===== src/rtl/fes_pkg.sv =====
// Package: shared types and command codes for the sector-erase sequencer.
// Assumes an 8-bit command byte and unlock addresses compared on the low
// address bits only.
package fes_pkg;
    typedef enum logic [2:0] {
        D_IDLE, D_C1, D_C2, D_SETUP, D_C4, D_C5
    } dec_state_t;

    typedef enum logic [1:0] {
        M_READ, M_WINDOW, M_RUN, M_SUSP
    } mode_t;

    typedef enum logic {
        E_PICK, E_WAIT
    } eng_state_t;

    localparam logic [7:0] CMD_KEY_A   = 8'hAA;
    localparam logic [7:0] CMD_KEY_B   = 8'h55;
    localparam logic [7:0] CMD_SETUP   = 8'h80;
    localparam logic [7:0] CMD_SECTOR  = 8'h30;
    localparam logic [7:0] CMD_SUSPEND = 8'hB0;
    localparam int         ADDR_KEY_A  = 'h555;
    localparam int         ADDR_KEY_B  = 'h2AA;
    localparam logic       OP_PRE      = 1'b0;
    localparam logic       OP_ERS      = 1'b1;
endpackage


===== src/rtl/fes_cmd_decoder.sv =====
// Module: unlock and erase-command decoder.
// Follows the five lead-in writes and flags the sixth write when it carries
// the sector command. Any mismatch returns it to idle. It is held idle
// whenever enable is low.
module fes_cmd_decoder
    import fes_pkg::*;
#(
    parameter int UNLOCK_W = 11
) (
    input  logic                clk,
    input  logic                rst_n,
    input  logic                enable,
    input  logic                wr_en,
    input  logic [UNLOCK_W-1:0] addr_lo,
    input  logic [7:0]          data,
    output logic                seq_hit
);
    dec_state_t st;
    logic is_a, is_b, is_setup;

    // Match the address/data pairs of the lead-in writes.
    always_comb begin
        is_a     = (addr_lo == UNLOCK_W'(ADDR_KEY_A)) && (data == CMD_KEY_A);
        is_b     = (addr_lo == UNLOCK_W'(ADDR_KEY_B)) && (data == CMD_KEY_B);
        is_setup = (addr_lo == UNLOCK_W'(ADDR_KEY_A)) && (data == CMD_SETUP);
    end

    // The final write completes the sequence; its address is free.
    assign seq_hit = enable && wr_en && (st == D_C5) && (data == CMD_SECTOR);

    // Advance one step per matching write, fall back to idle otherwise.
    always_ff @(posedge clk) begin
        if (!rst_n || !enable) begin
            st <= D_IDLE;
        end else if (wr_en) begin
            case (st)
                D_IDLE:  st <= is_a     ? D_C1    : D_IDLE;
                D_C1:    st <= is_b     ? D_C2    : D_IDLE;
                D_C2:    st <= is_setup ? D_SETUP : D_IDLE;
                D_SETUP: st <= is_a     ? D_C4    : D_IDLE;
                D_C4:    st <= is_b     ? D_C5    : D_IDLE;
                default: st <= D_IDLE;
            endcase
        end
    end

    assert_abort_R3: assert property (@(posedge clk) disable iff (!rst_n)
        (enable && wr_en && st == D_C1 && data != CMD_KEY_B) |=> st == D_IDLE);
    assert_hit_done_R2: assert property (@(posedge clk) disable iff (!rst_n)
        seq_hit |=> st == D_IDLE);
endmodule


===== src/rtl/fes_window_timer.sv =====
// Module: accumulation window timer.
// Loads CYCLES-1 on restart and counts down. It signals expiry for exactly
// one cycle, and never in a cycle where a restart arrives.
// Assumes CYCLES >= 2.
module fes_window_timer #(
    parameter int CYCLES = 10000
) (
    input  logic clk,
    input  logic rst_n,
    input  logic restart,
    output logic active,
    output logic expire
);
    localparam int CW = (CYCLES > 2) ? $clog2(CYCLES) : 1;
    logic [CW-1:0] cnt;

    // Reload on restart, otherwise count down while armed.
    always_ff @(posedge clk) begin
        if (!rst_n) begin
            cnt    <= '0;
            active <= 1'b0;
        end else if (restart) begin
            cnt    <= CW'(CYCLES - 1);
            active <= 1'b1;
        end else if (active) begin
            if (cnt == '0) active <= 1'b0;
            else           cnt    <= cnt - 1'b1;
        end
    end

    assign expire = active && (cnt == '0) && !restart;

    assert_expire_single_R5: assert property (@(posedge clk) disable iff (!rst_n)
        expire |=> !expire);
    assert_restart_arms_R5: assert property (@(posedge clk) disable iff (!rst_n)
        restart |=> (active && !expire));
endmodule


===== src/rtl/fes_sector_mask.sv =====
// Module: sector selection mask.
// One bit per sector. A protected sector is never set. The block reports
// whether any bit is set and the index of the lowest set bit.
module fes_sector_mask #(
    parameter int N = 8,
    parameter int SW = (N > 1) ? $clog2(N) : 1
) (
    input  logic          clk,
    input  logic          rst_n,
    input  logic          set_en,
    input  logic [SW-1:0] set_idx,
    input  logic [N-1:0]  protect,
    input  logic          clr_en,
    input  logic [SW-1:0] clr_idx,
    input  logic          clr_all,
    output logic [N-1:0]  bits,
    output logic          any,
    output logic [SW-1:0] low_idx
);
    for (genvar g = 0; g < N; g++) begin : g_bit
        logic q;

        // Per-sector flag: set by an unprotected command, cleared when erased.
        always_ff @(posedge clk) begin
            if (!rst_n || clr_all)                                 q <= 1'b0;
            else if (set_en && set_idx == SW'(g) && !protect[g])  q <= 1'b1;
            else if (clr_en && clr_idx == SW'(g))                 q <= 1'b0;
        end
        assign bits[g] = q;

        assert_protect_R7: assert property (@(posedge clk) disable iff (!rst_n)
            (set_en && set_idx == SW'(g) && protect[g] && !q) |=> !q);
    end

    // Lowest set bit wins.
    always_comb begin
        low_idx = '0;
        for (int i = N - 1; i >= 0; i--) begin
            if (bits[i]) low_idx = SW'(i);
        end
    end

    assign any = |bits;
endmodule


===== src/rtl/flash_erase_seq.sv =====
// Module: top of the sector-erase sequencer.
// Owns the mode FSM (read, window, run, suspend), the per-sector
// preprogram/erase walk and the status outputs. Assumes a back-end that
// answers each held eng_req with a one-cycle eng_done.
module flash_erase_seq
    import fes_pkg::*;
#(
    parameter int NUM_SECTORS = 8,
    parameter int UNLOCK_W    = 11,
    parameter int CLK_MHZ     = 125,
    parameter int WINDOW_US   = 80,
    parameter int SEC_W       = (NUM_SECTORS > 1) ? $clog2(NUM_SECTORS) : 1,
    parameter int ADDR_W      = UNLOCK_W + SEC_W
) (
    input  logic                   clk,
    input  logic                   rst_n,
    input  logic                   wr_en,
    input  logic [ADDR_W-1:0]      wr_addr,
    input  logic [7:0]             wr_data,
    input  logic                   rd_en,
    input  logic [NUM_SECTORS-1:0] protect,
    input  logic                   eng_done,
    output logic                   ready,
    output logic [7:0]             status,
    output logic                   eng_req,
    output logic                   eng_op,
    output logic [SEC_W-1:0]       eng_sector
);
    localparam int TIMEOUT_CYCLES = CLK_MHZ * WINDOW_US;

    mode_t            mode;
    eng_state_t       estate;
    logic             step;
    logic             susp_pend;
    logic             tog;
    logic             seq_hit, win_wr, win_add, restart, expire, win_active;
    logic             set_en, clr_en, clr_all, any;
    logic [SEC_W-1:0] wr_sec, low_idx;
    logic [NUM_SECTORS-1:0] mask_bits;

    assign wr_sec = wr_addr[ADDR_W-1:UNLOCK_W];

    fes_cmd_decoder #(.UNLOCK_W(UNLOCK_W)) u_dec (
        .clk     (clk),
        .rst_n   (rst_n),
        .enable  (mode == M_READ),
        .wr_en   (wr_en),
        .addr_lo (wr_addr[UNLOCK_W-1:0]),
        .data    (wr_data),
        .seq_hit (seq_hit)
    );

    // Window activity: every write restarts, a 30h write also adds a sector.
    always_comb begin
        win_wr  = (mode == M_WINDOW) && wr_en;
        win_add = win_wr && (wr_data == CMD_SECTOR);
        restart = seq_hit || win_wr;
        set_en  = seq_hit || win_add;
        clr_en  = (estate == E_WAIT) && eng_done && (eng_op == OP_ERS);
        clr_all = (mode == M_RUN) && (estate == E_PICK) && !any;
    end

    fes_window_timer #(.CYCLES(TIMEOUT_CYCLES)) u_tmr (
        .clk     (clk),
        .rst_n   (rst_n),
        .restart (restart),
        .active  (win_active),
        .expire  (expire)
    );

    fes_sector_mask #(.N(NUM_SECTORS), .SW(SEC_W)) u_mask (
        .clk     (clk),
        .rst_n   (rst_n),
        .set_en  (set_en),
        .set_idx (wr_sec),
        .protect (protect),
        .clr_en  (clr_en),
        .clr_idx (eng_sector),
        .clr_all (clr_all),
        .bits    (mask_bits),
        .any     (any),
        .low_idx (low_idx)
    );

    // Mode FSM: read -> window -> run (<-> suspend) -> read.
    always_ff @(posedge clk) begin
        if (!rst_n) begin
            mode <= M_READ;
        end else begin
            case (mode)
                M_READ:   if (seq_hit) mode <= M_WINDOW;
                M_WINDOW: if (expire)  mode <= M_RUN;
                M_RUN: begin
                    if (estate == E_PICK) begin
                        if (!any)          mode <= M_READ;
                        else if (susp_pend) mode <= M_SUSP;
                    end
                end
                default:  if (wr_en && wr_data == CMD_SECTOR) mode <= M_RUN;
            endcase
        end
    end

    // Suspend request: latched in run, consumed at the next step boundary.
    always_ff @(posedge clk) begin
        if (!rst_n || mode != M_RUN)
            susp_pend <= 1'b0;
        else if (wr_en && wr_data == CMD_SUSPEND)
            susp_pend <= 1'b1;
    end

    // Sector walk: preprogram then erase the lowest selected sector.
    always_ff @(posedge clk) begin
        if (!rst_n) begin
            estate     <= E_PICK;
            step       <= OP_PRE;
            eng_req    <= 1'b0;
            eng_op     <= OP_PRE;
            eng_sector <= '0;
        end else if (estate == E_PICK) begin
            if (mode == M_RUN && any && !susp_pend) begin
                eng_req    <= 1'b1;
                eng_op     <= step;
                eng_sector <= low_idx;
                estate     <= E_WAIT;
            end
        end else if (eng_done) begin
            eng_req <= 1'b0;
            step    <= (eng_op == OP_PRE) ? OP_ERS : OP_PRE;
            estate  <= E_PICK;
        end
    end

    // Toggle bit: flips on each status read while busy.
    always_ff @(posedge clk) begin
        if (!rst_n)              tog <= 1'b0;
        else if (rd_en && !ready) tog <= ~tog;
    end

    assign ready  = (mode == M_READ) || (mode == M_SUSP);
    assign status = {ready, tog, 6'b0};

    assert_req_hold_R6: assert property (@(posedge clk) disable iff (!rst_n)
        (eng_req && !eng_done) |=> (eng_req && $stable(eng_sector) && $stable(eng_op)));
    assert_req_selected_R4: assert property (@(posedge clk) disable iff (!rst_n)
        eng_req |-> mask_bits[eng_sector]);
    assert_quiet_outside_run_R8: assert property (@(posedge clk) disable iff (!rst_n)
        (mode != M_RUN) |-> !eng_req);
    assert_toggle_R9: assert property (@(posedge clk) disable iff (!rst_n)
        (rd_en && !ready) |=> status[6] != $past(status[6]));
    assert_window_armed_R5: assert property (@(posedge clk) disable iff (!rst_n)
        (mode == M_WINDOW) |-> win_active);
endmodule


===== config.mk =====
export PLATFORM = sky130hd
export DESIGN_NAME = flash_erase_seq
export DESIGN_NICKNAME = d
export VERILOG_FILES = /design/src/rtl/fes_pkg.sv /design/src/rtl/fes_cmd_decoder.sv /design/src/rtl/fes_window_timer.sv /design/src/rtl/fes_sector_mask.sv /design/src/rtl/flash_erase_seq.sv
export SDC_FILE = /design/constraint.sdc
export NUM_CORES = 1
export LEC_CHECK = 0
export BUFFER_PORTS_ARGS = -buffer_cell sky130_fd_sc_hd__buf_2
export CAP_MARGIN = 20
export CORE_UTILIZATION = 48
export CTS_CLUSTER_SIZE = 10
export DETAILED_ROUTE_END_ITERATION = 8
export GPL_TIMING_DRIVEN = 0
export PLACE_DENSITY = 0.7
export SYNTH_ARGS = -nofsm -noshare
export SYNTH_HDL_FRONTEND = slang
export SYNTH_SLANG_ARGS = --single-unit

===== constraint.sdc =====
create_clock -name clk -period 2.5 [get_ports clk]
set_clock_uncertainty 0.2 [all_clocks]
set_input_delay 0.625 -clock clk [delete_from_list [all_inputs] [get_ports clk]]
set_output_delay 0.625 -clock clk [all_outputs]
set_load 0.02 [all_outputs]

==> summary.json <==
{
  "status": {
    "outcome": "complete, no violations"
  },
  "timing": {
    "tns_ns": 0,
    "max_slew_violation_count": 0,
    "final_min_period_over_clock_period_pct": 92.0,
    "post-route-worst-setup-slack_ns": 0.201,
    "rsz0062_at_grt": "no",
    "slew-limit-headroom_pct": 57.0,
    "hold_viol_final": 0,
    "finalSetupViolations": 0,
    "transition_at_the_pin_with_the_smallest_max_transition_slack_ns": 0.639,
    "clock_period_minus_worst_slack_ns": 2.30,
    "fmax_ghz": 0.435
  },
  "critical_path": {
    "r2r_slack_ns": 0.20,
    "worst_path_max_delay_cell": "sky130_fd_sc_hd__or4_4",
    "critical_path.endpoint_type": "flip-flop",
    "timing.critical_path.from_type": "flip-flop",
    "timing.critical_path.cells": "or4_4, nor4_4, nand3_2, or4_1, a21oi_1",
    "critPathRequiredTime_ns": 2.52,
    "setup.worst_path.class": "reg2reg",
    "slowest_delay_ns": 0.60,
    "cp_data_arrival_time_ns": 2.32,
    "worst-path-max-fanout": 6
  },
  "power_and_ir_drop": {
    "fin_total_pwr_mw": 1.06,
    "power.ir.vdd_worst_uv": 254,
    "power_leakage_nw": 0.954,
    "pwr_density_cell_nw_per_um2": 428
  },
  "routing": {
    "drt_pre_antenna_iters": 4,
    "finalWirelength_um": 4460,
    "drt_iter0_markers": 78,
    "vias_per_cell": 5.44,
    "post-route-drc-count": 0,
    "routed_len_inst_um": 12.2,
    "num_vias": 1991,
    "drtAntennaViolNets": 0
  },
  "die": {
    "die_w_um": 68.4,
    "io-pin-count": 49,
    "fp.dieH_um": 68.4,
    "placeableCoreArea_um2": 4120,
    "die_area_um2": 4670,
    "rows": 23,
    "initial_utilization_pct": 51.4
  },
  "final_layout": {
    "final.fill_count": 388,
    "fin_nets": 355,
    "post_route_cells_drive_above_1_share_pct": 19.3,
    "area_delta_synth_final_pct": 17.7,
    "antenna_cells": 0
  },
  "placed_design": {
    "pre_cts_ws_ns": 0.0165,
    "detailed_place_hpwl_um": 3450,
    "routabilityCongestion": 0.810,
    "port_buffers": 42
  },
  "synthesis": {
    "synth.area.mux_share_pct": 2.37,
    "yosys.area_share.simple_pct": 32.2,
    "synthAdderAreaFrac_pct": 2.96,
    "synth_area_per_cell_um2": 8.10,
    "compound_gate_fraction_of_synth_area_pct": 17.1,
    "synth_enable_flop_cells": 0,
    "synthDominantAreaCellType": "sky130_fd_sc_hd__dfxtp_1",
    "yosys-top-cells-area": "sky130_fd_sc_hd__dfxtp_1 35%, sky130_fd_sc_hd__a21oi_1 4.5%, sky130_fd_sc_hd__nor2_1 4.4%",
    "yosysTopAreaCellShare_pct": 35.0,
    "syn-cell-area_um2": 2110,
    "postSynth.topFlopCell": "sky130_fd_sc_hd__dfxtp_1",
    "xor_xnor_portion_of_the_synthesized_cell_area_pct": 4.14,
    "seq_area_frac_synth_pct": 35.0,
    "synth_cells": 261,
    "async_flop_share_pct": 0,
    "yosys.cell_types.count": 42,
    "postSynthRegisterBits": 37,
    "yosys_warnings": 0,
    "synth_commonest_cells": "37 x sky130_fd_sc_hd__dfxtp_1, 25 x sky130_fd_sc_hd__nor2_1, 20 x sky130_fd_sc_hd__nand2_1, 19 x sky130_fd_sc_hd__a21oi_1",
    "synth_top_family_by_area": "simple AND/OR/NAND/NOR gates",
    "yosys.cell_count.top_type": "sky130_fd_sc_hd__dfxtp_1"
  },
  "cts": {
    "cts_hold_buf": 0,
    "worst_skew_pair.late_latency_ns": 0.29,
    "post_cts.repair.setup_buffers": 0,
    "tritoncts": "done",
    "clock_tree.root_cell": "sky130_fd_sc_hd__clkbuf_8",
    "cts-resized-gates": 0,
    "ctsLongestPathBuffers": 2,
    "cts.reportedPaths.clkPinSlew_ns": 0.07,
    "numCtsBuffers": 5,
    "tritoncts_num_sinks": 37,
    "h-tree-depth": 2
  },
  "global_routing": {
    "grt_start_max_net_pins": 12,
    "grt_first_pass_wirelength_um": 7330,
    "grt_antenna_before_repair": 0,
    "groute.usage.overall_pct": 21.1,
    "grt_overflow": 0,
    "first_global_vias": 1678
  },
  "run": {
    "maxCapViolCount": 0
  },
  "worst_hold_path": {
    "worst_hold_path_type": "reg2reg"
  }
}
-- routing by layer --
metal / share of wire (%) / GRT usage (%)
met1: 51 / 28.8
met2: 43 / 32.0
met3: 3.9 / 4.50
met4: 1.7 / 8.33
met5: 0 / 0
-- critical path: cells and delay by family, from the launching register on --
kind            cells  cell delay, ns
simple gates        4            1.55
compound gates      1            0.14
flops               1            0.35
-- stage by stage --
stage	std cells	hold slack, ns	instance area (µm²)	util (%)
final	366	0.283	2490	60.5
after global routing	366	0.306	2490	60.5
after CTS	366	0.288	2490	60.5
after detailed placement	358	0.277	2410	58.5
after global placement	358	0.267	2410	58.5
after floorplan	266	0.238	2130	-
-- final cells by class --
class	count	area (µm²)	area share, %
timing repair buffer	42	210	8.45
clock inverter	2	10.0	0.402
inverter	13	48.8	1.96
buffer	13	78.8	3.17
sequential	37	741	29.8
clock buffer	6	72.6	2.92
multi-input combinational	203	1260	50.8
tap	50	62.6	2.51
-- where the power goes --
group	switching [mW]	total (mW)	internal (mW)	leakage [nW]
Sequential	0.0000000349	0.589	0.589	0.298
Combinational	0.0402	0.0750	0.0348	0.611
Clock	0.207	0.400	0.193	0.0450
-- sequential cells by signal, summed over array words and instances (netlist names) --
signal,count
eng_op,1
eng_req,1
eng_sector,3
estate,1
mode,2
step,1
susp_pend,1
tog,1
u_dec.st,3
u_mask.g_bit.q,8
u_tmr.active,1
u_tmr.cnt,14
-- cell usage in the layout, fill, tap and decap left out, drive strengths merged, types with 9 or more instances in the layout --
master	n
o21ai	13
nor2	25
nand2b	9
nor3	9
inv	13
buf	50
xor2	9
or3	11
a21oi	19
nand2	20
dfxtp	37
clkbuf	11
-- cells by family after synthesis --
kind of cell               Yosys count
adders and majority gates            5
xor gates and xnor gates            10
other                                1
muxes                                5
DFF                                 37
buffers and inverters               26
AOI/OAI and AO/OA                   58
and+or+nand+nor                    119
-- final timing paths --
kind                                  start                    endpoint  cells past startpoint
setup / recovery  u_tmr.cnt[2]$_SDFFE_PN0P_  u_tmr.cnt[11]$_SDFFE_PP0P_                      5
hold / removal       susp_pend$_SDFFE_PP0P_      susp_pend$_SDFFE_PP0P_                      2
setup reg to reg  u_tmr.cnt[2]$_SDFFE_PN0P_  u_tmr.cnt[11]$_SDFFE_PP0P_                      5
hold reg to reg      susp_pend$_SDFFE_PP0P_      susp_pend$_SDFFE_PP0P_                      2
Power figures use the tool's default switching activity.
